<file path="config.mk">
export PLATFORM = sky130hd
export DESIGN_NAME = pwm_unit
export DESIGN_NICKNAME = d
export VERILOG_FILES = /design/src/rtl/pwm_pkg.sv /design/src/rtl/pwm_prescale.sv /design/src/rtl/pwm_match_bank.sv /design/src/rtl/pwm_edge_ch.sv /design/src/rtl/pwm_unit.sv
export SDC_FILE = /design/constraint.sdc
export NUM_CORES = 1
export LEC_CHECK = 0
export ABC_AREA = 1
export BUFFER_PORTS_ARGS = -buffer_cell sky130_fd_sc_hd__buf_2
export CAP_MARGIN = 20
export CORE_MARGIN = 4
export CORE_UTILIZATION = 55
export DETAILED_ROUTE_END_ITERATION = 6
export PLACE_DENSITY = 0.82
export SYNTH_ARGS = -nofsm -noshare
export SYNTH_HDL_FRONTEND = slang
export SYNTH_SLANG_ARGS = --single-unit
</file>
<file path="constraint.sdc">
create_clock -name clk -period 3.4 [get_ports clk]
set_input_delay 0.34 -clock clk [delete_from_list [all_inputs] [get_ports clk]]
set_output_delay 0.34 -clock clk [all_outputs]
set_load 0.005 [all_outputs]
</file>
<file path="src/rtl/pwm_pkg.sv">
package pwm_pkg;
    localparam int ADDR_W   = 4;
    localparam int DATA_W   = 32;

    localparam logic [ADDR_W-1:0] A_CTRL   = 4'd0;
    localparam logic [ADDR_W-1:0] A_PRESC  = 4'd1;
    localparam logic [ADDR_W-1:0] A_COUNT  = 4'd2;
    localparam logic [ADDR_W-1:0] A_MACT   = 4'd3;
    localparam logic [ADDR_W-1:0] A_MODE   = 4'd4;
    localparam logic [ADDR_W-1:0] A_OEN    = 4'd5;
    localparam logic [ADDR_W-1:0] A_LATCH  = 4'd6;
    localparam logic [ADDR_W-1:0] A_FLAGS  = 4'd7;
    localparam int                A_MATCH0 = 8;

    // per-match action bits, packed as {stop, reset, interrupt}
    typedef struct packed {
        logic stop;
        logic rst;
        logic irq;
    } mact_t;
endpackage

</file>
<file path="src/rtl/pwm_prescale.sv">
module pwm_prescale #(
    parameter int CNT_W = 16
) (
    input  logic             clk,
    input  logic             rst_n,
    input  logic             clr,
    input  logic             en,
    input  logic [CNT_W-1:0] limit,
    output logic             tick
);
    typedef struct packed {
        logic [CNT_W-1:0] pc;
    } ps_state_t;

    ps_state_t s_q, s_d;

    always_comb begin
        s_d  = s_q;
        tick = en && !clr && (s_q.pc >= limit);
        if (clr) begin
            s_d.pc = '0;
        end else if (en) begin
            s_d.pc = tick ? '0 : s_q.pc + 1'b1;
        end
    end

    always_ff @(posedge clk or negedge rst_n) begin
        if (!rst_n) s_q <= '0;
        else        s_q <= s_d;
    end


    tick_wrap_chk: assert property (@(posedge clk) disable iff (!rst_n)
        tick |=> (s_q.pc == '0));
endmodule

</file>
<file path="src/rtl/pwm_match_bank.sv">
module pwm_match_bank #(
    parameter int NUM_MATCH = 7,
    parameter int CNT_W     = 16
) (
    input  logic                              clk,
    input  logic                              rst_n,
    input  logic [NUM_MATCH-1:0]              wr_en,
    input  logic [CNT_W-1:0]                  wdata,
    input  logic [NUM_MATCH-1:0]              latch_set,
    input  logic                              xfer,
    input  logic                              tick,
    input  logic [CNT_W-1:0]                  tc,
    output logic [NUM_MATCH-1:0]              hit,
    output logic [NUM_MATCH-1:0][CNT_W-1:0]   shadow_o,
    output logic [NUM_MATCH-1:0]              pend_o
);
    typedef struct packed {
        logic [NUM_MATCH-1:0][CNT_W-1:0] shadow;
        logic [NUM_MATCH-1:0][CNT_W-1:0] act;
        logic [NUM_MATCH-1:0]            pend;
    } mb_state_t;

    mb_state_t s_q, s_d;

    always_comb begin
        s_d = s_q;
        for (int m = 0; m < NUM_MATCH; m++) begin
            if (wr_en[m]) s_d.shadow[m] = wdata;
            if (xfer && s_q.pend[m]) s_d.act[m] = s_q.shadow[m];
            hit[m] = tick && (s_q.act[m] == tc);
        end
        s_d.pend = (s_q.pend & ~{NUM_MATCH{xfer}}) | latch_set;
    end

    assign shadow_o = s_q.shadow;
    assign pend_o   = s_q.pend;

    always_ff @(posedge clk or negedge rst_n) begin
        if (!rst_n) s_q <= '0;
        else        s_q <= s_d;
    end


    act_hold_chk: assert property (@(posedge clk) disable iff (!rst_n)
        !xfer |=> $stable(s_q.act));
endmodule

</file>
<file path="src/rtl/pwm_edge_ch.sv">
module pwm_edge_ch (
    input  logic clk,
    input  logic rst_n,
    input  logic hold,
    input  logic boundary,
    input  logic set_hit,
    input  logic clr_hit,
    input  logic dbl,
    input  logic en,
    output logic pwm_o
);
    typedef struct packed {
        logic lvl;
    } ch_state_t;

    ch_state_t s_q, s_d;

    always_comb begin
        s_d = s_q;
        if (hold) begin
            s_d.lvl = !dbl;
        end else if (dbl) begin
            if (clr_hit)      s_d.lvl = 1'b0;
            else if (set_hit) s_d.lvl = 1'b1;
        end else begin
            if (boundary)     s_d.lvl = 1'b1;
            else if (clr_hit) s_d.lvl = 1'b0;
        end
    end

    assign pwm_o = en & s_q.lvl;

    always_ff @(posedge clk or negedge rst_n) begin
        if (!rst_n) s_q <= '0;
        else        s_q <= s_d;
    end


    dbl_fall_chk: assert property (@(posedge clk) disable iff (!rst_n)
        (dbl && clr_hit) |=> !s_q.lvl);


    sgl_rise_chk: assert property (@(posedge clk) disable iff (!rst_n)
        (!dbl && boundary && !hold) |=> s_q.lvl);
endmodule

</file>
<file path="src/rtl/pwm_unit.sv">
module pwm_unit
    import pwm_pkg::*;
#(
    parameter int NUM_OUT = 6,
    parameter int CNT_W   = 16
) (
    input  logic              clk,
    input  logic              rst_n,
    input  logic              reg_we,
    input  logic [ADDR_W-1:0] reg_addr,
    input  logic [DATA_W-1:0] reg_wdata,
    output logic [DATA_W-1:0] reg_rdata,
    output logic [NUM_OUT-1:0] pwm_o,
    output logic              irq_o
);
    localparam int NUM_MATCH = NUM_OUT + 1;

    typedef struct packed {
        logic                     run;
        logic                     hold;
        logic [CNT_W-1:0]         presc;
        mact_t [NUM_MATCH-1:0]    mact;
        logic [NUM_OUT-1:0]       dbl;
        logic [NUM_OUT-1:0]       oen;
        logic [NUM_MATCH-1:0]     flags;
        logic [CNT_W-1:0]         tc;
    } top_state_t;

    top_state_t s_q, s_d;

    logic                            tick;
    logic [NUM_MATCH-1:0]            hit;
    logic [NUM_MATCH-1:0][CNT_W-1:0] shadow;
    logic [NUM_MATCH-1:0]            pend;
    logic [NUM_MATCH-1:0]            mwr;
    logic [NUM_MATCH-1:0]            latch_set;
    logic [NUM_MATCH-1:0]            irq_mask, rst_mask, stop_mask;
    logic                            rst_any, stop_any, boundary, xfer;
    logic                            wdata_unused;

    assign wdata_unused = ^reg_wdata;

    always_comb begin
        for (int m = 0; m < NUM_MATCH; m++) begin
            irq_mask[m]  = s_q.mact[m].irq;
            rst_mask[m]  = s_q.mact[m].rst;
            stop_mask[m] = s_q.mact[m].stop;
            mwr[m]       = reg_we && (reg_addr == ADDR_W'(A_MATCH0 + m));
        end
        latch_set = (reg_we && reg_addr == A_LATCH) ? reg_wdata[NUM_MATCH-1:0] : '0;
        rst_any   = |(hit & rst_mask);
        stop_any  = |(hit & stop_mask);
        boundary  = tick && rst_any;
        xfer      = boundary || s_q.hold;
    end

    pwm_prescale #(.CNT_W(CNT_W)) u_presc (
        .clk   (clk),
        .rst_n (rst_n),
        .clr   (s_q.hold),
        .en    (s_q.run),
        .limit (s_q.presc),
        .tick  (tick)
    );

    pwm_match_bank #(.NUM_MATCH(NUM_MATCH), .CNT_W(CNT_W)) u_bank (
        .clk       (clk),
        .rst_n     (rst_n),
        .wr_en     (mwr),
        .wdata     (reg_wdata[CNT_W-1:0]),
        .latch_set (latch_set),
        .xfer      (xfer),
        .tick      (tick),
        .tc        (s_q.tc),
        .hit       (hit),
        .shadow_o  (shadow),
        .pend_o    (pend)
    );

    // next-state computation for configuration, flags and counter
    always_comb begin
        s_d = s_q;
        if (reg_we) begin
            case (reg_addr)
                A_CTRL: begin
                    s_d.run  = reg_wdata[0];
                    s_d.hold = reg_wdata[1];
                end
                A_PRESC: s_d.presc = reg_wdata[CNT_W-1:0];
                A_MACT: begin
                    for (int m = 0; m < NUM_MATCH; m++)
                        s_d.mact[m] = reg_wdata[3*m +: 3];
                end
                A_MODE:  s_d.dbl   = reg_wdata[NUM_OUT-1:0];
                A_OEN:   s_d.oen   = reg_wdata[NUM_OUT-1:0];
                A_FLAGS: s_d.flags = s_q.flags & ~reg_wdata[NUM_MATCH-1:0];
                default: ;
            endcase
        end
        s_d.flags = s_d.flags | (hit & irq_mask);
        if (stop_any) s_d.run = 1'b0;
        if (s_q.hold) begin
            s_d.tc = '0;
        end else if (tick) begin
            if (rst_any)       s_d.tc = '0;
            else if (stop_any) s_d.tc = s_q.tc;
            else               s_d.tc = s_q.tc + 1'b1;
        end
    end

    always_ff @(posedge clk or negedge rst_n) begin
        if (!rst_n) s_q <= '0;
        else        s_q <= s_d;
    end

    // read mux
    always_comb begin
        reg_rdata = '0;
        case (reg_addr)
            A_CTRL:  reg_rdata = DATA_W'({s_q.hold, s_q.run});
            A_PRESC: reg_rdata = DATA_W'(s_q.presc);
            A_COUNT: reg_rdata = DATA_W'(s_q.tc);
            A_MACT:  reg_rdata = DATA_W'(s_q.mact);
            A_MODE:  reg_rdata = DATA_W'(s_q.dbl);
            A_OEN:   reg_rdata = DATA_W'(s_q.oen);
            A_LATCH: reg_rdata = DATA_W'(pend);
            A_FLAGS: reg_rdata = DATA_W'(s_q.flags);
            default: begin
                for (int m = 0; m < NUM_MATCH; m++)
                    if (reg_addr == ADDR_W'(A_MATCH0 + m))
                        reg_rdata = DATA_W'(shadow[m]);
            end
        endcase
    end

    assign irq_o = |s_q.flags;

    // output channels: channel 0 has no lower neighbour, so it is single-edge only
    for (genvar n = 0; n < NUM_OUT; n++) begin : g_ch
        logic dbl_eff;
        if (n == 0) begin : g_first
            assign dbl_eff = 1'b0;
        end else begin : g_rest
            assign dbl_eff = s_q.dbl[n];
        end
        pwm_edge_ch u_ch (
            .clk      (clk),
            .rst_n    (rst_n),
            .hold     (s_q.hold),
            .boundary (boundary),
            .set_hit  (hit[n]),
            .clr_hit  (hit[n+1]),
            .dbl      (dbl_eff),
            .en       (s_q.oen[n]),
            .pwm_o    (pwm_o[n])
        );
    end


    count_idle_chk: assert property (@(posedge clk) disable iff (!rst_n)
        (!tick && !s_q.hold) |=> $stable(s_q.tc));


    period_wrap_chk: assert property (@(posedge clk) disable iff (!rst_n)
        boundary |=> (s_q.tc == '0));


    stop_clear_chk: assert property (@(posedge clk) disable iff (!rst_n)
        stop_any |=> !s_q.run);


    for (genvar m = 0; m < NUM_MATCH; m++) begin : g_flag_chk
        flag_set_chk: assert property (@(posedge clk) disable iff (!rst_n)
            (hit[m] && s_q.mact[m].irq) |=> s_q.flags[m]);
    end
endmodule

</file>
==> results of run 1 <==
==> sequential cells by signal, indices dropped and copies added (netlist names) <==
register	cells
g_ch.u_ch.s_q	6
s_q	55
u_bank.pend_o	7
u_bank.shadow_o	112
rst_mask	7
g_ch.dbl_eff	5
u_presc.s_q	16
irq_mask	7
u_bank.s_q	112
==> synthesized netlist by cell type, types with 35 or more instances <==
cell type	count
dfrtp_1	327
a21oi_1	41
clkbuf_1	57
nand3_1	112
buf_4	38
xnor2_1	85
nand4_1	35
nand2_1	645
o22ai_1	37
inv_1	211
nor2_1	119
o21ai_0	221
==> stage by stage <==
stage	setup WS, ns	cell area [um^2]	util [%]	power (mW)	hold WS, ns
2_1_floorplan	1.130	16800	-	8.033	0.04441
3_3_place_gp	0.4095	17310	57.93	9.017	0.3606
3_5_place_dp	0.3333	17310	57.93	9.179	0.3646
4_1_cts	0.2945	18500	61.93	13.11	0.07343
5_1_grt	0.04937	18520	62.00	13.92	0.08902
6_report	0.2096	18520	62.00	13.21	0.08239
==> final cells by class <==
| class | count | area share [%] |
|---|---|---|
| sequential | 327 | 44.18 |
| multi-input combinational | 1438 | 38.41 |
| clock buffer | 50 | 5.471 |
| inverter | 214 | 4.337 |
| timing repair buffer | 109 | 4.053 |
| tap | 390 | 2.634 |
| clock inverter | 14 | 0.9187 |
==> placed cells by master (no fill, tap or decap), drive strengths merged, types with 10 or more instances in the layout <==
cell / instances
inv: 213
xor2: 20
conb: 11
dfrtp: 327
o22ai: 37
clkbuf: 50
nor3: 16
o21ai: 239
ha: 18
nand4: 35
a21oi: 41
clkinv: 11
nand2: 653
a221oi: 10
nand3: 113
nor2: 125
buf: 108
xnor2: 85
==> power groups by stage <==
stage               Sequential [mW]  Clock, mW  Combinational (mW)
floorplan                      5.46          0                2.58
global placement               5.68          0                3.33
detailed placement             5.73          0                3.45
CTS                            5.68       3.94                3.49
global route                   5.81       4.13                3.98
finish                         5.73       3.93                3.56
==> worst max-delay path: cells and delay by family, from the launching register on <==
family,cells,cell delay [ns]
xor+xnor,1,0.13
compound gates,1,0.08
buf+inv,2,0.55
flops,1,0.74
simple gates,10,1.52
==> metal layers <==
metal  global-route usage (%)  vias to the layer above  part of all wire, %
li1                         -                     6776                    -
met1                    42.40                     7064                   37
met2                    45.28                     1022                   42
met3                    9.348                      239                   13
met4                    18.28                        2                  7.2
met5                        0                        -                0.025
==> cells by family after synthesis <==
logic type / count (synthesis) / share of synthesized area, %
AO/OA/AOI/OAI: 353 / 11.96
XOR/XNOR: 105 / 5.487
adder cells (fa/ha/maj): 18 / 1.344
buffers and inverters: 336 / 8.951
flip-flops: 327 / 48.82
other: 1 / 0.02237
AND/OR/NAND/NOR: 951 / 23.41
==> how the worst min path moves through the flow <==
| stage | startpoint | slack, ns | end |
|---|---|---|---|
| floorplan | rst_n | 0.04 | g_ch[0].u_ch.s_q$_DFFE_PN0P_ |
| finish | reg_wdata[19] | 0.08 | rst_mask[6]$_DFFE_PN0P_ |
| CTS | reg_wdata[16] | 0.07 | rst_mask[5]$_DFFE_PN0P_ |
| global route | reg_wdata[17] | 0.09 | s_q[52]$_DFFE_PN0P_ |
| detailed placement | rst_n | 0.36 | u_bank.shadow_o[17]$_DFFE_PN0P_ |
| global placement | rst_n | 0.36 | u_bank.shadow_o[17]$_DFFE_PN0P_ |
==> what timing repair did <==
| action | 4_1_cts | 5_1_grt |
|---|---|---|
| hold buffers | 1 | 0 |
| setup endpoints to repair | 0 | 0 |
| hold endpoints to repair | 72 | 0 |
==> impl_metrics.csv, run 1 <==
group,metric,value,unit
yosys,yosysUniqueCellTypes,41,
worst_setup_path,cp-endpoint,"u_bank.s_q[26]$_DFFE_PN0P_",
worst_setup_path,start_kind,"flip-flop",
clock_network,htreeDepth,2,
sta,finalCritPeriodShare,93.84,%
drt,ant_nets,0,
finish,regArea,8183,um^2
die,start_util,56.10,%
drt,firstDrtPassIters,7,
drt,wl_per_cell,20.77,um
die,ios,78,
yosys,synth_edf_count,0,
yosys,syn_area_per_cell,8.015,um^2
worst_setup_path,cpPeakStageDelay,0.74,ns
sta,finalSetupTns,0,ns
sta,rsz0062_at_grt,"false",
yosys,async_reset_ff_share,100.0,%
worst_setup_path,cp_cell_sequence,"buf_4 > xnor2_1 > nand2_1 > nor2_1 > nand2_1 > nor2_1 > nand4_1 > nand2_1 > nor2_1 > nand2_4 > nand2_1 > buf_4 > nand2_1 > o21ai_0",
die,row_count,63,
yosys,yosys_warnings,0,
worst_hold_path,hold_class,"in2reg",
finish,final_cells,2542,
yosys,synth_top_flop_cell,"dfrtp_1",
pwr,internal-power,8.555,mW
worst_setup_path,worst_setup_path_startpoint,"s_q[6]$_DFFE_PN0P_",
sta,max_clock_freq,313.4,MHz
pwr,leakagePower,9.225,nW
clock_network,clockBufferDepth,3,
finish,fill_cells,2522,
pwr,power_switching_share,35.26,%
worst_setup_path,path_class,"reg2reg",
clock_network,cts_resized,0,
pwr,power.density,713.4,nW/um^2
global_routing,grt_max_degree,110,
clock_network,cts_inserted_buffers,36,
sta,skew,0.02734,ns
pwr,p_switching,4.659,mW
die,die_y,182.6,um
sta,hold_viol_final,0,
global_routing,grt-ovfl-total,0,
pwr,clkPwrFrac,29.8,%
global_routing,grt_pass1_vias,14163,
sta,fin_crit,3.190,ns
sta,max_slew_margin,36.52,%
outcome,status,"completed",
clock_network,clock-sinks,327,
yosys,synth_cells,2091,
yosys,ys_seq_area_share,48.82,%
global_routing,grt_pass1_wl,81410,um
placement,io_buffers,55,
die,core,29870,um^2
worst_setup_path,reg2reg_from,"s_q[6]$_DFFE_PN0P_",
placement,gp_congestion,1.035,
pwr,comb_power_share,26.9,%
worst_setup_path,crit_top_cell,"nand2_1",
job,max-cap-violations,0,
drt,drcViolationCount,0,
sta,setup_viol,0,
drt,drt_wl_total,52800,um
worst_setup_path,worstRegToRegCells,14,
yosys,synth_top_area_cell,"dfrtp_1",
yosys,synth_top_area_share,48.82,%
clock_network,clkLatencyLatePin,0.53,ns
worst_setup_path,reg2reg_slack,0.21,ns
global_routing,antenna_found_initial,1,
die,dieArea,33330,um^2
yosys,ys_seq_elements,327,
clock_network,root_buffer,"clkbuf_16",
finish,layout-drive-gt1-share,9.201,%
worst_setup_path,r2r-end,"u_bank.s_q[26]$_DFFE_PN0P_",
finish,multiInputGateArea,7114,um^2
finish,synthToLayoutAreaGrowth,10.52,%
sta,worst_slew_pin_slew,0.9498,ns
clock_network,clk_pin_slew_worst_paths,0.06,ns
worst_setup_path,crit_fanout,32,
placement,dp_hpwl,36670,um
worst_setup_path,required,3.78,ns
drt,vias,15103,
global_routing,grt_usage,31.48,%
worst_hold_path,min_delay_path_depth,3,
worst_setup_path,crit_path_end_kind,"flip-flop",
drt,first_iter_violations,2299,
clock_network,post_cts_buffers,0,
yosys,synthesis.area,16760,um^2
finish,insertedDiodeCount,0,
yosys,synth_area_leaders,"dfrtp_1, nand2_1, o21ai_0, inv_1, xnor2_1",
finish,nets,2183,
drt,detail_route.vias_per_cell,5.941,
worst_setup_path,crit_path_top_delay_cell,"dfrtp_1",
placement,placed_cells,2475,
worst_setup_path,critPathArrivalTime,3.57,ns
pwr,p_seq_share,43.3,%
die,die_w,182.6,um
sta,slew_viol_final,0,
clock_network,tritoncts,"done",
pwr,ir_worst_vdd,0.4017,mV
(Power assumes the default switching activity.)
==> run 2: changes to the inputs <==
--- a/config.mk
+++ b/config.mk
@@ -5,7 +5,7 @@
 export SDC_FILE = /design/constraint.sdc
 export NUM_CORES = 1
 export LEC_CHECK = 0
-export ABC_AREA = 1
+export ABC_AREA = 0
 export BUFFER_PORTS_ARGS = -buffer_cell sky130_fd_sc_hd__buf_2
 export CAP_MARGIN = 20
 export CORE_MARGIN = 4
==> run 2 against run 1 <==
Count of clock-buffer cells in the layout shrank 1. Critical path depth shrank 4. Core utilization up 0.97 points. The run now ends with design-rule violations left.
==> impl_metrics.csv, run 2 <==
group,metric,value,unit
outcome,status,"finished with violations",
outcome,violations,"design-rule violations",
global_routing,grt_usage,28.36,%
placement,io_buffers,55,
clock_network,clockBufferDepth,3,
global_routing,grt-ovfl-total,0,
yosys,synth_area_leaders,"dfrtp_1, mux2_2, xnor2_1, a22oi_1, nand4_1",
clock_network,clkLatencyLatePin,0.53,ns
finish,final_cell_area,18120,um^2
sta,slew_viol_final,0,
finish,final_cells,1765,
global_routing,grt_max_degree,105,
sta,skew,0.02405,ns
die,dieArea,32070,um^2
die,row_count,62,
clock_network,htreeDepth,2,
yosys,yosysUniqueCellTypes,59,
drt,firstDrtPassIters,7,
die,die_y,179.1,um
worst_hold_path,hold_class,"in2reg",
yosys,synthesis.area,16100,um^2
clock_network,cts_inserted_buffers,35,
worst_setup_path,start_kind,"flip-flop",
yosys,synth_top_area_cell,"dfrtp_1",
pwr,internal-power,9.207,mW
drt,drcViolationCount,1,
global_routing,grt_pass1_vias,11723,
placement,dp_hpwl,31450,um
finish,layout-drive-gt1-share,32.22,%
die,ios,78,
yosys,yosys_warnings,0,
yosys,synth_edf_count,0,
yosys,synth_top_flop_cell,"dfrtp_1",
finish,fill_cells,2097,
clock_network,tritoncts,"done",
die,start_util,55.93,%
finish,insertedDiodeCount,0,
global_routing,antenna_found_initial,0,
drt,ant_nets,0,
pwr,p_switching,4.384,mW
pwr,leakagePower,7.955,nW
yosys,synth_top_area_share,50.84,%
placement,placed_cells,1702,
pwr,power.density,750.0,nW/um^2
placement,dpl_cell_area,16910,um^2
sta,worst_slew_pin_slew,0.9775,ns
yosys,synth_common_cells,"dfrtp_1, mux2_2, xnor2_1, clkbuf_1",
yosys,synth.most_common_cell,"dfrtp_1",
sta,max_clock_freq,294.3,MHz
die,die_w,179.1,um
pwr,ir_worst_vdd,0.4729,mV
sta,hold_viol_final,0,
drt,detail_route.vias_per_cell,6.567,
clock_network,root_buffer,"clkbuf_16",
drt,vias,11591,
finish,utilization,62.97,%
drt,first_iter_violations,1400,
die,core,28780,um^2
pwr,comb_power_share,27.8,%
finish,final_common_cell,"dfrtp_1",
drt,drt_wl_total,45350,um
yosys,ys_seq_elements,327,
sta,max_slew_margin,34.59,%
clock_network,clock-sinks,327,
sta,fin_crit,3.398,ns
worst_setup_path,crit_fanout,16,
pwr,finalPower,13.59,mW
worst_setup_path,critPathArrivalTime,3.80,ns
pwr,clkPwrFrac,27.2,%
finish,nets,1418,
worst_setup_path,path_class,"reg2reg",
yosys,ys_seq_area_share,50.84,%
worst_setup_path,crit_path_end_kind,"flip-flop",
job,max-cap-violations,0,
finish,layout_common_cells,"dfrtp_1, mux2_2, xnor2_1, buf_2",
yosys,synth_cells,1302,
sta,setup_viol,0,
sta,finalCritPeriodShare,99.94,%
placement,gp_congestion,0.9818,
finish,synthToLayoutAreaGrowth,12.59,%
yosys,syn_area_per_cell,12.36,um^2
clock_network,clk_pin_slew_worst_paths,0.06,ns
worst_setup_path,required,3.80,ns
global_routing,grt_pass1_wl,69170,um
yosys,async_reset_ff_share,100.0,%
pwr,p_seq_share,45.0,%
drt,wl_per_cell,25.70,um
pwr,power_switching_share,32.26,%
run 2: changes by cell type after synthesis, sizes merged, moves of 32 or more:
cell	change
nand2	-609
mux2	+278
o21ai	-213
inv	-189
nand3	-91
nor2	-81
a22oi	+42
o22ai	-32
run 2: cells by family (layout without fill, tap and decap cells):
logic type,after synthesis,after routing,synth area share (%)
and+or+nand+nor,231,231,8.240
buffers and inverters,120,189,3.801
adders and majority gates,18,18,1.399
other,1,11,0.02330
AOI/OAI and AO/OA,193,193,8.800
muxes,288,288,20.15
xor gates and xnor gates,124,124,6.748
DFF,327,327,50.84
run 2: worst max-delay path, stage by stage, from the launching register on:
cell and delay (ns):
dfrtp_1 0.64, xnor2_1 0.56, nand4_1 0.27, nor4_1 0.30, buf_4 0.20, a22oi_1 0.09, and4_1 0.24, buf_12 0.18
nor3b_4 0.24, buf_12 0.19, mux2_2 0.35
run 2: what timing repair did:
item	CTS	global route
hold endpoints to repair	52	0
hold buffers	1	0
setup buffers	0	4
endpoints found under the setup margin	0	24
gates resized for setup	0	6
run 2: stage by stage:
stage | worst slack (ns) | hold slack (ns) | TNS (ns)
after floorplan | 0.3372 | 0.04441 | 0
after global placement | 0.1051 | 0.2966 | 0
after detailed placement | 0.09523 | 0.2940 | 0
after CTS | 0.04887 | 0.05379 | 0
after global routing | -0.02087 | 0.05911 | -0.04827
final | 0.002170 | 0.05814 | 0
run 2: cell type report:
type	count	area (um^2)	area share, %
clock inverter	8	105.1	0.5800
sequential	327	8183	45.15
multi-input combinational	865	7417	40.93
inverter	23	86.33	0.4764
timing repair buffer	109	860.8	4.750
clock buffer	49	989.7	5.461
tap	384	480.5	2.651
run 2: metal layers:
metal | global-route usage (%) | wire length, um | vias to the layer above
met3 | 4.871 | 3893 | 154
met2 | 46.12 | 21590 | 669
met5 | 0 | 0 | -
li1 | - | - | 4864
met4 | 11.42 | 2022 | 0
met1 | 38.09 | 17850 | 5904
run 2: path summary, 6_finish.rpt:
kind	start	end	slack, ns	cells after the start
min in group asynchronous	rst_n	s_q[26]$_DFFE_PN0P_	0.34	2
worst min-delay path	reg_wdata[16]	rst_mask[5]$_DFFE_PN0P_	0.06	2
worst min register to register	g_ch[1].dbl_eff$_DFFE_PN0P_	g_ch[1].u_ch.s_q$_DFFE_PN0P_	0.52	1
worst max-delay path	s_q[4]$_DFFE_PN0P_	u_bank.s_q[7]$_DFFE_PN0P_	0.002	10
max in group asynchronous	rst_n	u_bank.shadow_o[27]$_DFFE_PN0P_	2.11	3
worst max register to register	s_q[4]$_DFFE_PN0P_	u_bank.s_q[7]$_DFFE_PN0P_	0.002	10
run 2: power by group through the flow:
stage / Sequential (mW) / Clock, mW / Combinational [mW]
after floorplan: 5.71 / 0 / 2.64
after global placement: 6.03 / 0 / 3.52
after detailed placement: 6.11 / 0 / 3.66
after CTS: 6.06 / 3.73 / 3.71
after global routing: 6.21 / 3.87 / 4.03
final: 6.11 / 3.70 / 3.78
==> run 3: changes to the inputs <==
--- a/config.mk
+++ b/config.mk
@@ -11,7 +11,8 @@
 export CORE_MARGIN = 4
 export CORE_UTILIZATION = 55
 export DETAILED_ROUTE_END_ITERATION = 6
-export PLACE_DENSITY = 0.82
+export PLACE_DENSITY = 0.81
 export SYNTH_ARGS = -nofsm -noshare
 export SYNTH_HDL_FRONTEND = slang
+export SYNTH_HIERARCHICAL = 1
 export SYNTH_SLANG_ARGS = --single-unit
==> run 3 against run 2 <==
The flow finishes with violations (negative setup slack). Highest routed layer is now met5. First-iteration DRC count fell by 4.8%. Power rose by 2.6%. Routed wire length rose by 9.8%. Cell count rose by 10%. Combinational power rose by 5.8%. Synthesized cell count rose by 14%. Global-route usage fell by 0.99 points. Count of clock-buffer cells in the layout rose by 5. Critical endpoint is now u_bank/s_q[30]$_DFFE_PN0P_. Hold slack got worse by 0.0082 ns. Clock skew rose by 0.010 ns. Largest cell class is now multi-input combinational cells.
==> impl_metrics.csv, run 3 <==
group,metric,value,unit
finish,layout_common_cells,"dfrtp_1, mux2_2, buf_4, xnor2_1, buf_2",
worst_setup_path,crit_path_top_delay_cell,"dfrtp_1",
clock_network,clock-sinks,327,
sta,rsz0062_at_grt,"true",
sta,fin_crit,3.743,ns
drt,vias,12500,
sta,worst_slew_pin_slew,0.7203,ns
yosys,async_reset_ff_share,100.0,%
clock_network,clkLatencyLatePin,0.54,ns
sta,skew,0.03427,ns
placement,dp_hpwl,34520,um
die,dieArea,34750,um^2
yosys,synth_common_cells,"dfrtp_1, mux2_2, buf_4, xnor2_1, nand2_1",
clock_network,clk_pin_slew_worst_paths,0.06,ns
sta,finalSetupTns,-36.11,ns
drt,ant_nets,0,
worst_setup_path,reg2reg_slack,-0.34,ns
sta,slew_viol_final,0,
yosys,yosysUniqueCellTypes,69,
placement,dpl_cell_area,18040,um^2
drt,first_iter_violations,1333,
yosys,synth_top_flop_cell,"dfrtp_1",
yosys,synthesis.area,17510,um^2
yosys,ys_seq_elements,327,
drt,wl_per_cell,25.58,um
global_routing,grt_pass1_vias,12641,
sta,hold_viol_final,0,
sta,layout_setup_ws,-0.3434,ns
finish,layout-drive-gt1-share,39.29,%
drt,drcViolationCount,0,
outcome,status,"finished with violations",
worst_hold_path,hold_class,"in2reg",
yosys,synth_cells,1490,
worst_setup_path,critPathArrivalTime,4.16,ns
sta,max_clock_freq,267.1,MHz
die,start_util,55.63,%
worst_setup_path,crit_fanout,16,
global_routing,grt_usage,27.37,%
worst_setup_path,crit_path_end_kind,"flip-flop",
yosys,syn_area_per_cell,11.75,um^2
die,core,31470,um^2
worst_setup_path,start_kind,"flip-flop",
global_routing,grt-ovfl-total,0,
placement,io_buffers,55,
sta,setup_viol,136,
worst_setup_path,required,3.82,ns
pwr,leakagePower,9.013,nW
yosys,synth.most_common_cell,"dfrtp_1",
worst_setup_path,cp_cell_sequence,"ha_4 > nand4_1 > nor2_1 > nor4b_4 > nor4_4 > nor2_4 > buf_6 > buf_6 > nand2_2 > nor4_4 > a22oi_2 > a41oi_4 > buf_12 > nand2_8 > mux2_2",
worst_setup_path,cpPeakStageDelay,0.41,ns
pwr,ir_worst_vdd,0.5596,mV
sta,finalCritPeriodShare,110.1,%
clock_network,root_buffer,"clkbuf_16",
global_routing,grt_max_degree,82,
pwr,power.density,704.8,nW/um^2
clock_network,tritoncts,"done",
die,die_y,186.4,um
yosys,synth_top_area_share,46.73,%
drt,drt_wl_total,49800,um
drt,firstDrtPassIters,5,
die,die_w,186.4,um
yosys,yosys_warnings,6,
clock_network,clockBufferDepth,3,
job,max-cap-violations,0,
global_routing,grt_pass1_wl,74620,um
worst_setup_path,path_class,"reg2reg",
finish,synthToLayoutAreaGrowth,13.02,%
global_routing,antenna_found_initial,1,
outcome,violations,"negative setup slack",
sta,max_slew_margin,51.98,%
yosys,synth_area_leaders,"dfrtp_1, mux2_2, buf_4, xnor2_1, mux2i_1",
die,ios,78,
clock_network,htreeDepth,2,
placement,gp_congestion,0.9714,
finish,nets,1580,
finish,multiInputGateArea,8343,um^2
die,row_count,65,
drt,detail_route.vias_per_cell,6.420,
finish,final_common_cell,"dfrtp_1",
yosys,synth_top_area_cell,"dfrtp_1",
finish,final_cell_area,19790,um^2
clock_network,cts_inserted_buffers,36,
finish,fill_cells,2324,
yosys,synth_edf_count,0,
finish,insertedDiodeCount,0,
finish,regArea,8183,um^2
yosys,ys_seq_area_share,46.73,%
## run 3: timing repair
| item | 4_1_cts | 5_1_grt |
|---|---|---|
| cloned | 3 | 2 |
| pin swaps | 11 | 14 |
| hold buffers | 1 | 0 |
| setup endpoints to repair | 141 | 141 |
| resized for setup | 23 | 56 |
| setup buffers | 8 | 16 |
| hold endpoints to repair | 76 | 0 |
## run 3: critical path, delay by kind of cell, from the launching register on
family                   cells  cell delay [ns]
buffers and inverters        3             0.55
flip-flops                   1             0.41
multiplexers                 1             0.31
AND/OR/NAND/NOR              8             1.59
AO/OA/AOI/OAI                2             0.48
adder cells (fa/ha/maj)      1             0.28
## run 3: final timing paths
check                                                 start                      endpoint  cells after the start
max in group asynchronous                             rst_n     u_bank/s_q[7]$_DFFE_PN0P_                      3
worst max-delay path             u_presc/s_q[9]$_DFFE_PN0P_    u_bank/s_q[30]$_DFFE_PN0P_                     15
worst max register to register   u_presc/s_q[9]$_DFFE_PN0P_    u_bank/s_q[30]$_DFFE_PN0P_                     15
worst min-delay path                          reg_wdata[16]       rst_mask[5]$_DFFE_PN0P_                      2
worst min register to register  g_ch[1].dbl_eff$_DFFE_PN0P_  g_ch[1].u_ch/s_q$_DFFE_PN0P_                      1
min in group asynchronous                             rst_n  g_ch[0].u_ch/s_q$_DFFE_PN0P_                      2
## run 3: power by group
part	switching, mW	total [mW]	internal (mW)
Clock	1.59	3.87	2.28
Sequential	0.990	6.08	5.09
Combinational	1.99	4.00	2.00
Total	4.58	13.9	9.37
## run 3: through the flow
step                      power [mW]  instances  setup slack, ns  hold WS [ns]  util (%)
final                          13.95       1947          -0.3434       0.04995     62.87
after global routing           14.49       1947          -0.4306       0.05332     62.87
after CTS                      13.77       1936         -0.06966       0.04457     61.89
after detailed placement       9.765       1864          -0.3309        0.3910     57.33
after global placement         9.560       1864          -0.2404        0.3853     57.33
after floorplan                8.830       1502          -0.1340       0.04441         -
## run 3: logic make-up (layout without fill, tap and decap cells)
group | after synthesis | after routing | synth area share, %
xor+xnor | 112 | 112 | 5.645
fa+ha+maj | 18 | 18 | 1.286
simple gates | 263 | 266 | 8.361
compound gates | 197 | 197 | 8.125
other cells | 1 | 13 | 0.02142
flops | 327 | 327 | 46.73
buf+inv | 245 | 285 | 8.754
mux | 327 | 327 | 21.07
## run 3: area by class of cell
cell class	count	share of cell area, %
multi-input combinational	933	42.16
sequential	327	41.35
clock inverter	6	0.4742
tap	402	2.542
clock buffer	54	5.457
inverter	33	0.6259
timing repair buffer	192	7.391
## run 3: metal layers
metal	vias up	share of wire [%]	GRT usage, %
met2	659	47	44.69
li1	5296	-	-
met3	167	7.6	4.826
met4	2	5.6	12.71
met1	6376	39	35.95
met5	-	0.026	0
